<file path="config.mk">
export PLATFORM = sky130hd
export DESIGN_NAME = dem_tree_switch
export DESIGN_NICKNAME = d
export VERILOG_FILES = /design/src/rtl/dem_sb_pkg.sv /design/src/rtl/dem_quantizer.sv /design/src/rtl/dem_splitter.sv /design/src/rtl/dem_resonator.sv /design/src/rtl/dem_tree_switch.sv
export SDC_FILE = /design/constraint.sdc
export NUM_CORES = 1
export LEC_CHECK = 0
export BUFFER_PORTS_ARGS = -buffer_cell sky130_fd_sc_hd__buf_2
export CAP_MARGIN = 0
export CORE_MARGIN = 1.5
export CORE_UTILIZATION = 50
export CTS_BUF_LIST = sky130_fd_sc_hd__clkbuf_16
export CTS_CLUSTER_DIAMETER = 200
export DETAILED_ROUTE_END_ITERATION = 8
export PLACE_DENSITY = 0.68
export SYNTH_ARGS = -nofsm -noshare
export SYNTH_HDL_FRONTEND = slang
export SYNTH_HIERARCHICAL = 1
export SYNTH_SLANG_ARGS = --single-unit
</file>
<file path="constraint.sdc">
create_clock -name clk -period 23.1 [get_ports clk]
set_input_delay 6.93 -clock clk [delete_from_list [all_inputs] [get_ports clk]]
set_output_delay 6.93 -clock clk [all_outputs]
set_load 0.05 [all_outputs]
</file>
<file path="src/rtl/dem_sb_pkg.sv">
package dem_sb_pkg;

    // Signed switching step; the encoding equals the step value in 3-bit two's complement.
    typedef enum logic [2:0] {
        STEP_NEG2 = 3'b110,
        STEP_NEG1 = 3'b111,
        STEP_ZERO = 3'b000,
        STEP_POS1 = 3'b001,
        STEP_POS2 = 3'b010
    } step_e;

    // Class of the incoming count
    typedef enum logic [1:0] {
        CLS_EDGE = 2'd0,   // 0 or full scale
        CLS_ODD  = 2'd1,
        CLS_EVEN = 2'd2    // even and strictly inside the range
    } cls_e;

    typedef struct packed {
        cls_e cls;
        logic pos;   // filter output above zero
        logic neg;   // filter output below zero
    } qin_t;

    function automatic int clamp_int(input int val, input int lo, input int hi);
        if (val > hi)      return hi;
        else if (val < lo) return lo;
        else               return val;
    endfunction

endpackage

</file>
<file path="src/rtl/dem_quantizer.sv">
module dem_quantizer
    import dem_sb_pkg::*;
#(
    parameter int K     = 3,
    parameter int RES_W = 6
) (
    input  logic [K:0]              y,
    input  logic signed [RES_W-1:0] v,
    output step_e                   step
);
    localparam logic [K:0] FULL = (K+1)'(1) << K;

    qin_t q;

    always_comb begin
        if (y == '0 || y == FULL) q.cls = CLS_EDGE;
        else if (y[0])            q.cls = CLS_ODD;
        else                      q.cls = CLS_EVEN;
        q.pos = (v > 0);
        q.neg = (v < 0);
    end

    always_comb begin
        step = STEP_ZERO;
        unique case (q.cls)
            CLS_ODD:  step = q.neg ? STEP_NEG1 : STEP_POS1;   // zero filter ties to +1
            CLS_EVEN: begin
                if (q.pos)      step = STEP_POS2;
                else if (q.neg) step = STEP_NEG2;
                else            step = STEP_ZERO;
            end
            default:  step = STEP_ZERO;
        endcase
    end
endmodule

</file>
<file path="src/rtl/dem_splitter.sv">
module dem_splitter
    import dem_sb_pkg::*;
#(
    parameter int K = 3
) (
    input  logic [K:0]   y,
    input  step_e        step,
    output logic [K-1:0] half_up,
    output logic [K-1:0] half_lo
);
    localparam int SW = K + 3;

    logic signed [2:0]    s_val;
    logic signed [SW-1:0] y_ext;
    logic signed [SW-1:0] sum_up;
    logic signed [SW-1:0] sum_lo;

    always_comb begin
        s_val   = $signed(3'(step));
        y_ext   = $signed({2'b00, y});
        sum_up  = y_ext + SW'(s_val);
        sum_lo  = y_ext - SW'(s_val);
        half_up = K'(sum_up >>> 1);
        half_lo = K'(sum_lo >>> 1);
    end
endmodule

</file>
<file path="src/rtl/dem_resonator.sv">
module dem_resonator
    import dem_sb_pkg::*;
#(
    parameter int W = 6
) (
    input  logic                clk,
    input  logic                rst,
    input  logic signed [W-1:0] x,
    output logic signed [W-1:0] r
);
    localparam int LO = -(2 ** (W - 1));
    localparam int HI = (2 ** (W - 1)) - 1;

    logic signed [W-1:0] x_d1, x_d2;
    logic signed [W-1:0] r_d1, r_d2;

    // r[n] = -x[n-2] - r[n-2], clamped
    always_comb r = W'(clamp_int(-int'(x_d2) - int'(r_d2), LO, HI));

    always_ff @(posedge clk) begin
        if (rst) begin
            x_d1 <= '0;
            x_d2 <= '0;
            r_d1 <= '0;
            r_d2 <= '0;
        end else begin
            x_d1 <= x;
            x_d2 <= x_d1;
            r_d1 <= r;
            r_d2 <= r_d1;
        end
    end
endmodule

</file>
<file path="src/rtl/dem_tree_switch.sv">
module dem_tree_switch
    import dem_sb_pkg::*;
#(
    parameter int K       = 3,
    parameter int RES_W   = 6,
    parameter int NUM_RES = 2
) (
    input  logic                    clk,
    input  logic                    rst,
    input  logic [K:0]              y_in,
    output logic [K-1:0]            y_up,
    output logic [K-1:0]            y_lo,
    output logic signed [RES_W-1:0] v_dbg
);
    step_e               step;
    logic signed [2:0]   s_val;
    logic signed [RES_W-1:0] neg_s;
    logic signed [RES_W-1:0] st_in  [NUM_RES];
    logic signed [RES_W-1:0] st_out [NUM_RES];

    always_comb begin
        s_val = $signed(3'(step));
        neg_s = -(RES_W'(s_val));
    end

    for (genvar g = 0; g < NUM_RES; g++) begin : g_res
        if (g == 0) begin : g_head
            assign st_in[g] = neg_s;
        end else begin : g_chain
            assign st_in[g] = st_out[g-1];
        end
        dem_resonator #(.W(RES_W)) res_i (
            .clk (clk),
            .rst (rst),
            .x   (st_in[g]),
            .r   (st_out[g])
        );
    end

    assign v_dbg = st_out[NUM_RES-1];

    dem_quantizer #(.K(K), .RES_W(RES_W)) quant_i (
        .y    (y_in),
        .v    (v_dbg),
        .step (step)
    );

    dem_splitter #(.K(K)) split_i (
        .y       (y_in),
        .step    (step),
        .half_up (y_up),
        .half_lo (y_lo)
    );
endmodule

</file>
# Word level (Yosys, flattened, before mapping)
# Index checks and enable logic that the tools add are counted.
[totals] output_inout_bits=12 inputBits=6 register_bits=36
[classes] reduce_logical=3 n_eq_ne=3 n_lt_le_gt_ge=6 muxes=10 addsub=7
[ops] cell="greater-than comparator 32 x 6 -> 1 bit, second input constant" count=2
[ops] cell="less-than comparator 32 x 6 -> 1 bit, second input constant" count=2
[ops] cell="negation 6 -> 32 bit" count=2
[ops] cell="subtractor 32 x 6 -> 32 bit" count=2
[ops] cell="two-way mux 6 bit" count=3
[ops] cell="two-way mux 3 bit" count=3
[ops] cell="greater-than comparator 6 x 1 -> 1 bit, second input constant" count=1
[ops] cell="less-than comparator 6 x 1 -> 1 bit, second input constant" count=1
[ops] cell="negation 3 -> 6 bit" count=1
[ops] cell="case mux 3 bit (2 select lines)" count=1
[ops] cell="two-way mux 5 bit" count=1
[ops] cell="adder 4 x 3 -> 4 bit" count=1
[ops] cell="equality test 4 bit, second input constant" count=1
[ops] cell="logical NOT 4 bit" count=1
[ops] cell="two-way mux 2 bit" count=2
[ops] cell="subtractor 4 x 3 -> 4 bit" count=1
[ops] cell="equality test 2 x 1 -> 1 bit, second input constant" count=1
[ops] cell="equality test 2 bit, second input constant" count=1
[ops] cell="OR reduction 2 bit" count=1
[ops] cell="logical OR 1 bit" count=1

# Depth between registers and ports, before layout
# Gate-level depths: netlist (run 1).
[logic_depth] depth_word=10 depth_mapped=27 mapped_depth_nobuf=26

# By module
# The synthesis (run 1) kept the hierarchy.
[modules_own_cells] module="dem_resonator" area_each_um2=1465.2 cells_each=162 instances=2 seq_area_each_um2=480.5
[modules_own_cells] module="dem_splitter" area_each_um2=192.7 cells_each=22 instances=1 seq_area_each_um2=0.0
[modules_own_cells] module="dem_tree_switch" area_each_um2=53.8 cells_each=8 instances=1 seq_area_each_um2=0.0
[modules_own_cells] module="dem_quantizer" area_each_um2=35.0 cells_each=7 instances=1 seq_area_each_um2=0.0

# Worst setup path before layout (run 1)
# No wires, ideal clock.
[synth_path] path_type="input to output" startpoint="in y_in[0]" endpoint="out y_up[2]" path_stages=6 n_path_buf=0 path_slack_ns=7.281 arrival_time_ns=8.889 path_cell_list="a221oi_1 inv_1 ha_1 nor2_1 a311oi_1 xnor2_1"
[synth_between] elab_chain_cells=6 word_cells_on_any_way=9 cone_classes="add/sub: 1; eq/ne: 3; mux: 3; reduce/logical: 2"
[synth_rtl] element="start: declaration" line_no="dem_tree_switch.sv:10" source="input logic [K:0] y_in,"
[synth_rtl] element="equality test 4 bit / logical NOT 4 bit (equally long branches)" line_no="dem_quantizer.sv:16" source="if (y == '0 || y == FULL) q.cls = CLS_EDGE;"
[synth_rtl] element="logical OR 1 bit" line_no="dem_quantizer.sv:16"
[synth_rtl] element="two-way mux 2 bit" line_no="dem_quantizer.sv:16"
[synth_rtl] element="equality test 2 bit / equality test 2 x 1 -> 1 bit (equally long branches)" line_no="dem_quantizer.sv:25" source="unique case (q.cls)"
[synth_rtl] element="case mux 3 bit (2 select lines)" line_no="dem_quantizer.sv:25"
[synth_rtl] element="adder 4 x 3 -> 4 bit *" line_no="dem_splitter.sv:21" source="sum_up = y_ext + SW'(s_val);"
[synth_rtl] element="end: declaration" line_no="dem_tree_switch.sv:11" source="output logic [K-1:0] y_up,"
# Mark *: on every way between the ends. The rest lies on a longest branch, timed or not.

# Worst setup path after layout (run 1)
[layout_path] startpoint="in y_in[0]" endpoint="out y_up[2]"
[layout_between] elab_chain_cells=6 word_cells_on_any_way=9 cone_classes="add/sub: 1; eq/ne: 3; mux: 3; reduce/logical: 2"
[layout_rtl] element="equality test 4 bit / logical NOT 4 bit (equally long branches)" line_no="dem_quantizer.sv:16"
[layout_rtl] element="logical OR 1 bit" line_no="dem_quantizer.sv:16"
[layout_rtl] element="two-way mux 2 bit *" line_no="dem_quantizer.sv:16"
[layout_rtl] element="equality test 2 bit / equality test 2 x 1 -> 1 bit (equally long branches)" line_no="dem_quantizer.sv:25"
[layout_rtl] element="case mux 3 bit (2 select lines) *" line_no="dem_quantizer.sv:25"
[layout_rtl] element="via s_val[1]" line_no="dem_tree_switch.sv:16" source="logic signed [2:0] s_val;"
[layout_rtl] element="adder 4 x 3 -> 4 bit *" line_no="dem_splitter.sv:21"
# Mark *: on every way through the listed nets, which the timed path passes. The rest lies on a longest branch.

==> results of run 1 <==
metrics by stage:
stage,hold WS [ns],worst slack [ns]
floorplan,0.4138,7.281
global placement,0.4162,7.279
detailed placement,0.4242,7.187
CTS,0.4404,7.170
global route,0.4557,6.862
finish,0.4361,7.158
worst max path at each step:
stage | start | to | cells after the start
after detailed placement | y_in[0] | y_up[2] | 9
after floorplan | y_in[0] | y_up[2] | 6
after global placement | y_in[0] | y_up[2] | 9
after CTS | y_in[0] | y_up[2] | 9
after global routing | y_in[0] | y_up[2] | 9
final | y_in[0] | y_up[2] | 9
flip-flops by register name (all words and copies together), names as in the netlist:
register,count
g_res.res_i/r_d2,12
g_res.res_i/r_d1,12
g_res.res_i/x_d1,12
g_res.res_i/x_d2,12
cell usage after synthesis:
master                      count  area [sq um]
sky130_fd_sc_hd__ha_1          50         625.6
sky130_fd_sc_hd__dfxtp_1       48         960.9
sky130_fd_sc_hd__nor2b_1       43         269.0
sky130_fd_sc_hd__inv_1         40         150.1
sky130_fd_sc_hd__o21ai_0       22         110.1
sky130_fd_sc_hd__a21oi_1       18         90.09
sky130_fd_sc_hd__nand2_1       15         56.30
sky130_fd_sc_hd__nand3_1       12         60.06
sky130_fd_sc_hd__clkbuf_1       9         33.78
sky130_fd_sc_hd__nor2_1         9         33.78
sky130_fd_sc_hd__nor3_1         7         35.03
sky130_fd_sc_hd__a211oi_1       6         45.04
sky130_fd_sc_hd__a21o_1         6         45.04
sky130_fd_sc_hd__xor2_1         6         52.55
sky130_fd_sc_hd__nand2b_1       5         31.28
sky130_fd_sc_hd__xnor2_1        5         43.79
sky130_fd_sc_hd__a22oi_1        4         30.03
sky130_fd_sc_hd__and2_1         4         25.02
sky130_fd_sc_hd__fa_1           4         80.08
sky130_fd_sc_hd__nand4_1        4         25.02
sky130_fd_sc_hd__o32ai_1        4         35.03
sky130_fd_sc_hd__nor4_1         3         18.77
sky130_fd_sc_hd__a21bo_2        2         20.02
sky130_fd_sc_hd__a31o_2         2         17.52
sky130_fd_sc_hd__a32oi_1        2         17.52
sky130_fd_sc_hd__and3_1         2         12.51
sky130_fd_sc_hd__buf_2          2         10.01
sky130_fd_sc_hd__buf_6          2         22.52
sky130_fd_sc_hd__nand3_2        2         20.02
sky130_fd_sc_hd__nor4_4         2         42.54
sky130_fd_sc_hd__o2111ai_1      2         17.52
sky130_fd_sc_hd__o211a_1        2         20.02
sky130_fd_sc_hd__o21a_1         2         15.01
sky130_fd_sc_hd__o21bai_1       2         15.01
sky130_fd_sc_hd__o41ai_2        2         32.53
sky130_fd_sc_hd__or3_1          2         12.51
sky130_fd_sc_hd__or4_1          2         15.01
sky130_fd_sc_hd__or4_4          2         22.52
sky130_fd_sc_hd__a21o_2         1         8.760
sky130_fd_sc_hd__a221oi_1       1         8.760
sky130_fd_sc_hd__a311oi_1       1         8.760
sky130_fd_sc_hd__a31oi_1        1         6.260
sky130_fd_sc_hd__o21ba_1        1         10.01
layer usage:
layer	part of all wire	routed length, um	track usage
met5	0	0	0
met1	0.49	2721	0.2145
met2	0.47	2612	0.2794
met3	0.030	166	0.03082
met4	0.0054	30	0.04394
cells by family after synthesis:
family | Yosys count
adders and majority gates | 54
and+or+nand+nor | 114
xor gates and xnor gates | 11
AOI/OAI and AO/OA | 81
DFF | 48
buffers and inverters | 53
layout make-up:
| type | instances | area, sq um |
|---|---|---|
| Clock buffer | 5 | 125.1 |
| Clock inverter | 3 | 46.29 |
| Fill cell | 583 | 2779 |
| Inverter | 40 | 150.1 |
| Multi-Input combinational cell | 260 | 2034 |
| Sequential cell | 48 | 960.9 |
| Tap cell | 77 | 96.34 |
| Timing Repair Buffer | 17 | 85.08 |
critical path: stages:
cell and delay (ns):
sky130_fd_sc_hd__buf_2 0.19, sky130_fd_sc_hd__nor3_1 0.09, sky130_fd_sc_hd__a221oi_1 0.44, sky130_fd_sc_hd__inv_1 0.21, sky130_fd_sc_hd__ha_1 0.34, sky130_fd_sc_hd__nor2_1 0.05
sky130_fd_sc_hd__a311oi_1 0.32, sky130_fd_sc_hd__xnor2_1 0.16, sky130_fd_sc_hd__buf_2 0.28
==> impl_metrics.xml, run 1 <==
<?xml version="1.0" encoding="UTF-8"?>
<metrics>
  <group name="clock_network">
    <metric name="hold_buffers" unit="">0</metric>
    <metric name="cts_tree" unit="">built</metric>
    <metric name="tritoncts_num_sinks" unit="">48</metric>
    <metric name="worst_skew_pair.late_latency" unit="ns">0.28</metric>
    <metric name="buffer_type_at_the_clock_tree_root" unit="">sky130_fd_sc_hd__clkbuf_16</metric>
    <metric name="post_cts_buffers" unit="">0</metric>
    <metric name="cts_made_buffers" unit="">5</metric>
    <metric name="clkTransAtPathRegs" unit="ns">0.07</metric>
    <metric name="ctsLongestPathBuffers" unit="">2</metric>
    <metric name="ctsResizeCount" unit="">0</metric>
    <metric name="cts_max_level" unit="">2</metric>
  </group>
  <group name="die">
    <metric name="die_area" unit="sq um">6913</metric>
    <metric name="fp.dieH" unit="um">83.15</metric>
    <metric name="ios" unit="">18</metric>
    <metric name="core.rowCount" unit="">29</metric>
    <metric name="die_width" unit="um">83.15</metric>
    <metric name="initial_utilization" unit="">0.5117</metric>
    <metric name="core" unit="sq um">6277</metric>
  </group>
  <group name="final_layout">
    <metric name="final_cell_count_no_fill" unit="">450</metric>
    <metric name="fin_nets" unit="">432</metric>
    <metric name="most_common_cell_after_layout_fill_and_taps_aside" unit="">sky130_fd_sc_hd__ha_1</metric>
    <metric name="area_overhead_of_the_layout_relative_to_synthesis" unit="%">8.921</metric>
    <metric name="diodes" unit="">0</metric>
    <metric name="commonest_cells_after_routing_fill_and_taps_aside" unit="">sky130_fd_sc_hd__ha_1 (50), sky130_fd_sc_hd__dfxtp_1 (48), sky130_fd_sc_hd__nor2b_1 (43), sky130_fd_sc_hd__inv_1 (40), sky130_fd_sc_hd__o21ai_0 (22)</metric>
    <metric name="layout.core_utilization" unit="">0.5573</metric>
    <metric name="final_design_area_excluding_fillers" unit="sq um">3498</metric>
    <metric name="final_layout_size_suffix_gt1_frac" unit="">0.1019</metric>
  </group>
  <group name="sta">
    <metric name="drv_slew" unit="">0</metric>
    <metric name="final_period_minus_worst_setup_slack" unit="ns">15.94</metric>
    <metric name="setup_viol" unit="">0</metric>
    <metric name="fmax" unit="MHz">62.73</metric>
    <metric name="final-hold-violation-count" unit="">0</metric>
    <metric name="maxSlewHeadroom" unit="">0.4776</metric>
    <metric name="layout_worst_path_cycle_share" unit="">0.6901</metric>
    <metric name="grt_setup_unrepaired" unit="">no</metric>
    <metric name="worstMarginPinSlew" unit="ns">0.7836</metric>
    <metric name="final.setup_skew" unit="ns">0.007784</metric>
    <metric name="setup_tns" unit="ns">0</metric>
  </group>
  <group name="logic_synthesis">
    <metric name="post_synth_mux_area_share" unit="">0</metric>
    <metric name="main_combinational_cell_family_by_area_after_synthesis" unit="">adder cells</metric>
    <metric name="synthesis.area" unit="sq um">3212</metric>
    <metric name="ys_ff_latch" unit="">48</metric>
    <metric name="synth_sequential_area_ratio" unit="">0.2992</metric>
    <metric name="synth-adder-area-share" unit="">0.2197</metric>
    <metric name="synth_compound_area_frac" unit="">0.1722</metric>
    <metric name="syn_nets" unit="">421</metric>
    <metric name="synthDistinctLibCells" unit="">43</metric>
    <metric name="post_synthesis_share_of_cell_area_spent_on_xor_and_xnor_gates" unit="">0.03000</metric>
    <metric name="netlist_instances" unit="">361</metric>
    <metric name="synth-warning-count" unit="">6</metric>
    <metric name="syn-mean-instance-area" unit="sq um">8.897</metric>
    <metric name="synthSimpleGateAreaFrac" unit="">0.2115</metric>
  </group>
  <group name="routing">
    <metric name="ant_nets" unit="">0</metric>
    <metric name="dr.pass1.iters" unit="">5</metric>
    <metric name="avgRoutedWirePerCell" unit="um">12.29</metric>
    <metric name="detailedRoute.firstIterationViolations" unit="">118</metric>
    <metric name="vias" unit="">2461</metric>
    <metric name="drc_errors" unit="">0</metric>
    <metric name="post_detailed_route_via_to_cell_ratio" unit="">5.469</metric>
    <metric name="drt-total-wl" unit="um">5530</metric>
  </group>
  <group name="worst_setup_path">
    <metric name="worst_r2r_startpoint" unit="">g_res[1].res_i/x_d2[1]</metric>
    <metric name="crit_fanout" unit="">11</metric>
    <metric name="reg2reg_setup_slack" unit="ns">17.18</metric>
    <metric name="rr_endpoint" unit="">g_res[0].res_i/x_d1[2]</metric>
    <metric name="critical_path.endpoint_type" unit="">output port</metric>
    <metric name="worst_ep_required_time" unit="ns">16.17</metric>
    <metric name="start_kind" unit="">input pin</metric>
    <metric name="crit_type" unit="">input pin to output port</metric>
    <metric name="critical_path_arrival" unit="ns">9.01</metric>
    <metric name="reg2regPathDepth" unit="">26</metric>
  </group>
  <group name="global_routing">
    <metric name="antenna_found_initial" unit="">0</metric>
    <metric name="wire_length_of_the_first_global_routing_pass" unit="um">9625</metric>
    <metric name="grt_max_degree" unit="">49</metric>
    <metric name="grt_use_total" unit="">0.1645</metric>
    <metric name="first_global_vias" unit="">2278</metric>
    <metric name="globalRoute.totalOverflow" unit="">0</metric>
  </group>
  <group name="place">
    <metric name="place_inst" unit="">442</metric>
    <metric name="dp.final_hpwl" unit="um">4240</metric>
    <metric name="routabilityCongestion" unit="">0.8324</metric>
    <metric name="placed_area" unit="sq um">3327</metric>
    <metric name="port-buffer-count" unit="">17</metric>
  </group>
  <group name="run">
    <metric name="maxCapViolations" unit="">0</metric>
  </group>
  <group name="worst_hold_path">
    <metric name="worstHoldEndpoint" unit="">g_res[1].res_i/r_d2[2]</metric>
    <metric name="hold_path_startpoint" unit="">g_res[1].res_i/r_d1[2]</metric>
    <metric name="worstHoldPathCells" unit="">1</metric>
    <metric name="holdCritPathClass" unit="">flop to flop</metric>
  </group>
  <group name="run_status">
    <metric name="run_status" unit="">complete, no violations</metric>
  </group>
</metrics>
Power of run 1 is left out: the tool's default activity adds up to more than one toggle a clock period on the data nets, which glitch-free logic cannot reach.
==> run 2: changes to the inputs <==
PLACE_DENSITY = 0.71   (was 0.68)
clock period = 12.85 ns   (was 23.1 ns; I/O delays follow)
==> run 2 against run 1 <==
  * Routed wire length increased by 2.3%
  * Non-clock buffer count unchanged
  * Utilization decreased by 0.42 points
  * Sequential share of layout area increased by 0.21 points
  * Die area unchanged
  * Cell area decreased by 0.75%
  * Flip-flop and latch count unchanged
  * First-iteration DRC count decreased by 14%
  * Final cell count unchanged
  * Register-to-register slack got worse by 10 ns
  * Count of clock-buffer cells in the layout unchanged
  * Critical path type is now flop to output port
  * Critical endpoint unchanged
  * Highest routed layer unchanged
==> impl_metrics.xml, run 2 (synthesis results as in run 1) <==
<?xml version="1.0" encoding="UTF-8"?>
<metrics>
  <group name="global_routing">
    <metric name="grt_use_total" unit="">0.1731</metric>
    <metric name="globalRoute.totalOverflow" unit="">0</metric>
    <metric name="grt_max_degree" unit="">49</metric>
    <metric name="antenna_found_initial" unit="">0</metric>
    <metric name="first_global_vias" unit="">2273</metric>
    <metric name="wire_length_of_the_first_global_routing_pass" unit="um">10020</metric>
  </group>
  <group name="sta">
    <metric name="final.setup_skew" unit="ns">0.005820</metric>
    <metric name="final-hold-violation-count" unit="">0</metric>
    <metric name="fmax" unit="MHz">99.17</metric>
    <metric name="setup_viol" unit="">0</metric>
    <metric name="layout_worst_path_cycle_share" unit="">0.7847</metric>
    <metric name="maxSlewHeadroom" unit="">0.4621</metric>
    <metric name="worstMarginPinSlew" unit="ns">0.8069</metric>
    <metric name="drv_slew" unit="">0</metric>
    <metric name="setup_tns" unit="ns">0</metric>
    <metric name="grt_setup_unrepaired" unit="">no</metric>
    <metric name="final_period_minus_worst_setup_slack" unit="ns">10.08</metric>
  </group>
  <group name="die">
    <metric name="core" unit="sq um">6277</metric>
    <metric name="die_width" unit="um">83.15</metric>
    <metric name="die_area" unit="sq um">6913</metric>
    <metric name="fp.dieH" unit="um">83.15</metric>
    <metric name="core.rowCount" unit="">29</metric>
    <metric name="initial_utilization" unit="">0.5117</metric>
    <metric name="ios" unit="">18</metric>
  </group>
  <group name="run">
    <metric name="maxCapViolations" unit="">0</metric>
  </group>
  <group name="routing">
    <metric name="vias" unit="">2442</metric>
    <metric name="drt-total-wl" unit="um">5656</metric>
    <metric name="dr.pass1.iters" unit="">4</metric>
    <metric name="ant_nets" unit="">0</metric>
    <metric name="post_detailed_route_via_to_cell_ratio" unit="">5.427</metric>
    <metric name="avgRoutedWirePerCell" unit="um">12.57</metric>
    <metric name="detailedRoute.firstIterationViolations" unit="">102</metric>
    <metric name="drc_errors" unit="">0</metric>
  </group>
  <group name="worst_setup_path">
    <metric name="crit_fanout" unit="">8</metric>
    <metric name="setup.worst_path.start" unit="">g_res[1].res_i/x_d2[1]</metric>
    <metric name="critical_path_arrival" unit="ns">6.23</metric>
    <metric name="start_kind" unit="">flop</metric>
    <metric name="critical_path.endpoint_type" unit="">output port</metric>
    <metric name="timing.critical_path.mode_cell" unit="">sky130_fd_sc_hd__ha_1</metric>
    <metric name="max_stage_delay" unit="ns">0.52</metric>
    <metric name="crit_type" unit="">flop to output port</metric>
    <metric name="reg2reg_setup_slack" unit="ns">7.22</metric>
    <metric name="worst_ep_required_time" unit="ns">8.99</metric>
    <metric name="timing.critical_path.slowest_stage_cell" unit="">sky130_fd_sc_hd__or4_1</metric>
    <metric name="worst_r2r_startpoint" unit="">g_res[1].res_i/x_d2[1]</metric>
  </group>
  <group name="final_layout">
    <metric name="most_common_cell_after_layout_fill_and_taps_aside" unit="">sky130_fd_sc_hd__ha_1</metric>
    <metric name="final_layout_size_suffix_gt1_frac" unit="">0.09920</metric>
    <metric name="commonest_cells_after_routing_fill_and_taps_aside" unit="">sky130_fd_sc_hd__ha_1 (50), sky130_fd_sc_hd__dfxtp_1 (48), sky130_fd_sc_hd__nor2b_1 (43), sky130_fd_sc_hd__inv_1 (41), sky130_fd_sc_hd__o21ai_0 (22)</metric>
    <metric name="fin_nets" unit="">432</metric>
    <metric name="area_overhead_of_the_layout_relative_to_synthesis" unit="%">8.103</metric>
    <metric name="diodes" unit="">0</metric>
  </group>
  <group name="clock_network">
    <metric name="cts_max_level" unit="">2</metric>
    <metric name="worst_skew_pair.late_latency" unit="ns">0.28</metric>
    <metric name="clkTransAtPathRegs" unit="ns">0.06</metric>
    <metric name="hold_buffers" unit="">0</metric>
    <metric name="cts_tree" unit="">built</metric>
    <metric name="post_cts_buffers" unit="">0</metric>
    <metric name="ctsLongestPathBuffers" unit="">2</metric>
    <metric name="buffer_type_at_the_clock_tree_root" unit="">sky130_fd_sc_hd__clkbuf_16</metric>
    <metric name="tritoncts_num_sinks" unit="">48</metric>
    <metric name="ctsResizeCount" unit="">0</metric>
    <metric name="cts_made_buffers" unit="">5</metric>
  </group>
  <group name="worst_hold_path">
    <metric name="holdCritPathClass" unit="">flop to flop</metric>
    <metric name="hold_path_startpoint" unit="">g_res[1].res_i/x_d1[2]</metric>
  </group>
  <group name="run_status">
    <metric name="run_status" unit="">complete, no violations</metric>
  </group>
  <group name="place">
    <metric name="port-buffer-count" unit="">17</metric>
    <metric name="dp.final_hpwl" unit="um">4357</metric>
    <metric name="routabilityCongestion" unit="">0.9417</metric>
  </group>
</metrics>
[run 2: cell types whose count changed in the layout (fill, tap and decap cells not counted)]
cell                        delta
sky130_fd_sc_hd__inv_6         -1
sky130_fd_sc_hd__bufinv_16     -1
sky130_fd_sc_hd__inv_1         +1
sky130_fd_sc_hd__clkinv_4      +1
[run 2: path summary, 6_finish.rpt]
kind | endpoint | cells past startpoint
hold reg to reg | g_res[1].res_i/x_d2[2] | 1
setup / recovery | y_up[2] | 26
setup reg to reg | g_res[0].res_i/x_d1[2] | 26
hold / removal | g_res[1].res_i/x_d2[2] | 1
[run 2: cell type report]
type / count / area [sq um]
fillers: 547 / 2805
multi-input cells: 260 / 2034
flip-flops and latches: 48 / 960.9
inverters: 40 / 150.1
clock buffers: 5 / 125.1
well taps: 77 / 96.34
repair buffers: 17 / 85.08
clock inverters: 3 / 20.02
[run 2: per-stage QoR]
| step | cells | util | setup WS (ns) | hold WS [ns] | area, sq um |
|---|---|---|---|---|---|
| floorplan | 361 | - | 2.857 | 0.4138 | 3212 |
| global placement | 442 | 0.5300 | 3.197 | 0.4149 | 3327 |
| detailed placement | 442 | 0.5300 | 3.095 | 0.4239 | 3327 |
| CTS | 450 | 0.5531 | 2.784 | 0.4385 | 3472 |
| global route | 450 | 0.5531 | 2.264 | 0.4566 | 3472 |
| finish | 450 | 0.5531 | 2.766 | 0.4327 | 3472 |
[run 2: critical path: cells and delay by family, from the launching register on]
family | cells | cell delay (ns)
buffers and inverters | 3 | 0.50
AO/OA/AOI/OAI | 6 | 1.41
AND/OR/NAND/NOR | 10 | 2.02
XOR/XNOR | 1 | 0.15
flip-flops | 1 | 0.30
adder cells (fa/ha/maj) | 6 | 1.56
[run 2: metal layers]
layer / vias up / track usage / part of all wire
met5: - / 0 / 0
met4: 0 / 0.02727 / 0.0037
met3: 2 / 0.03280 / 0.036
met2: 48 / 0.2912 / 0.44
met1: 1112 / 0.2357 / 0.52
li1: 1280 / - / -
Power of run 2 is left out for the same reason.
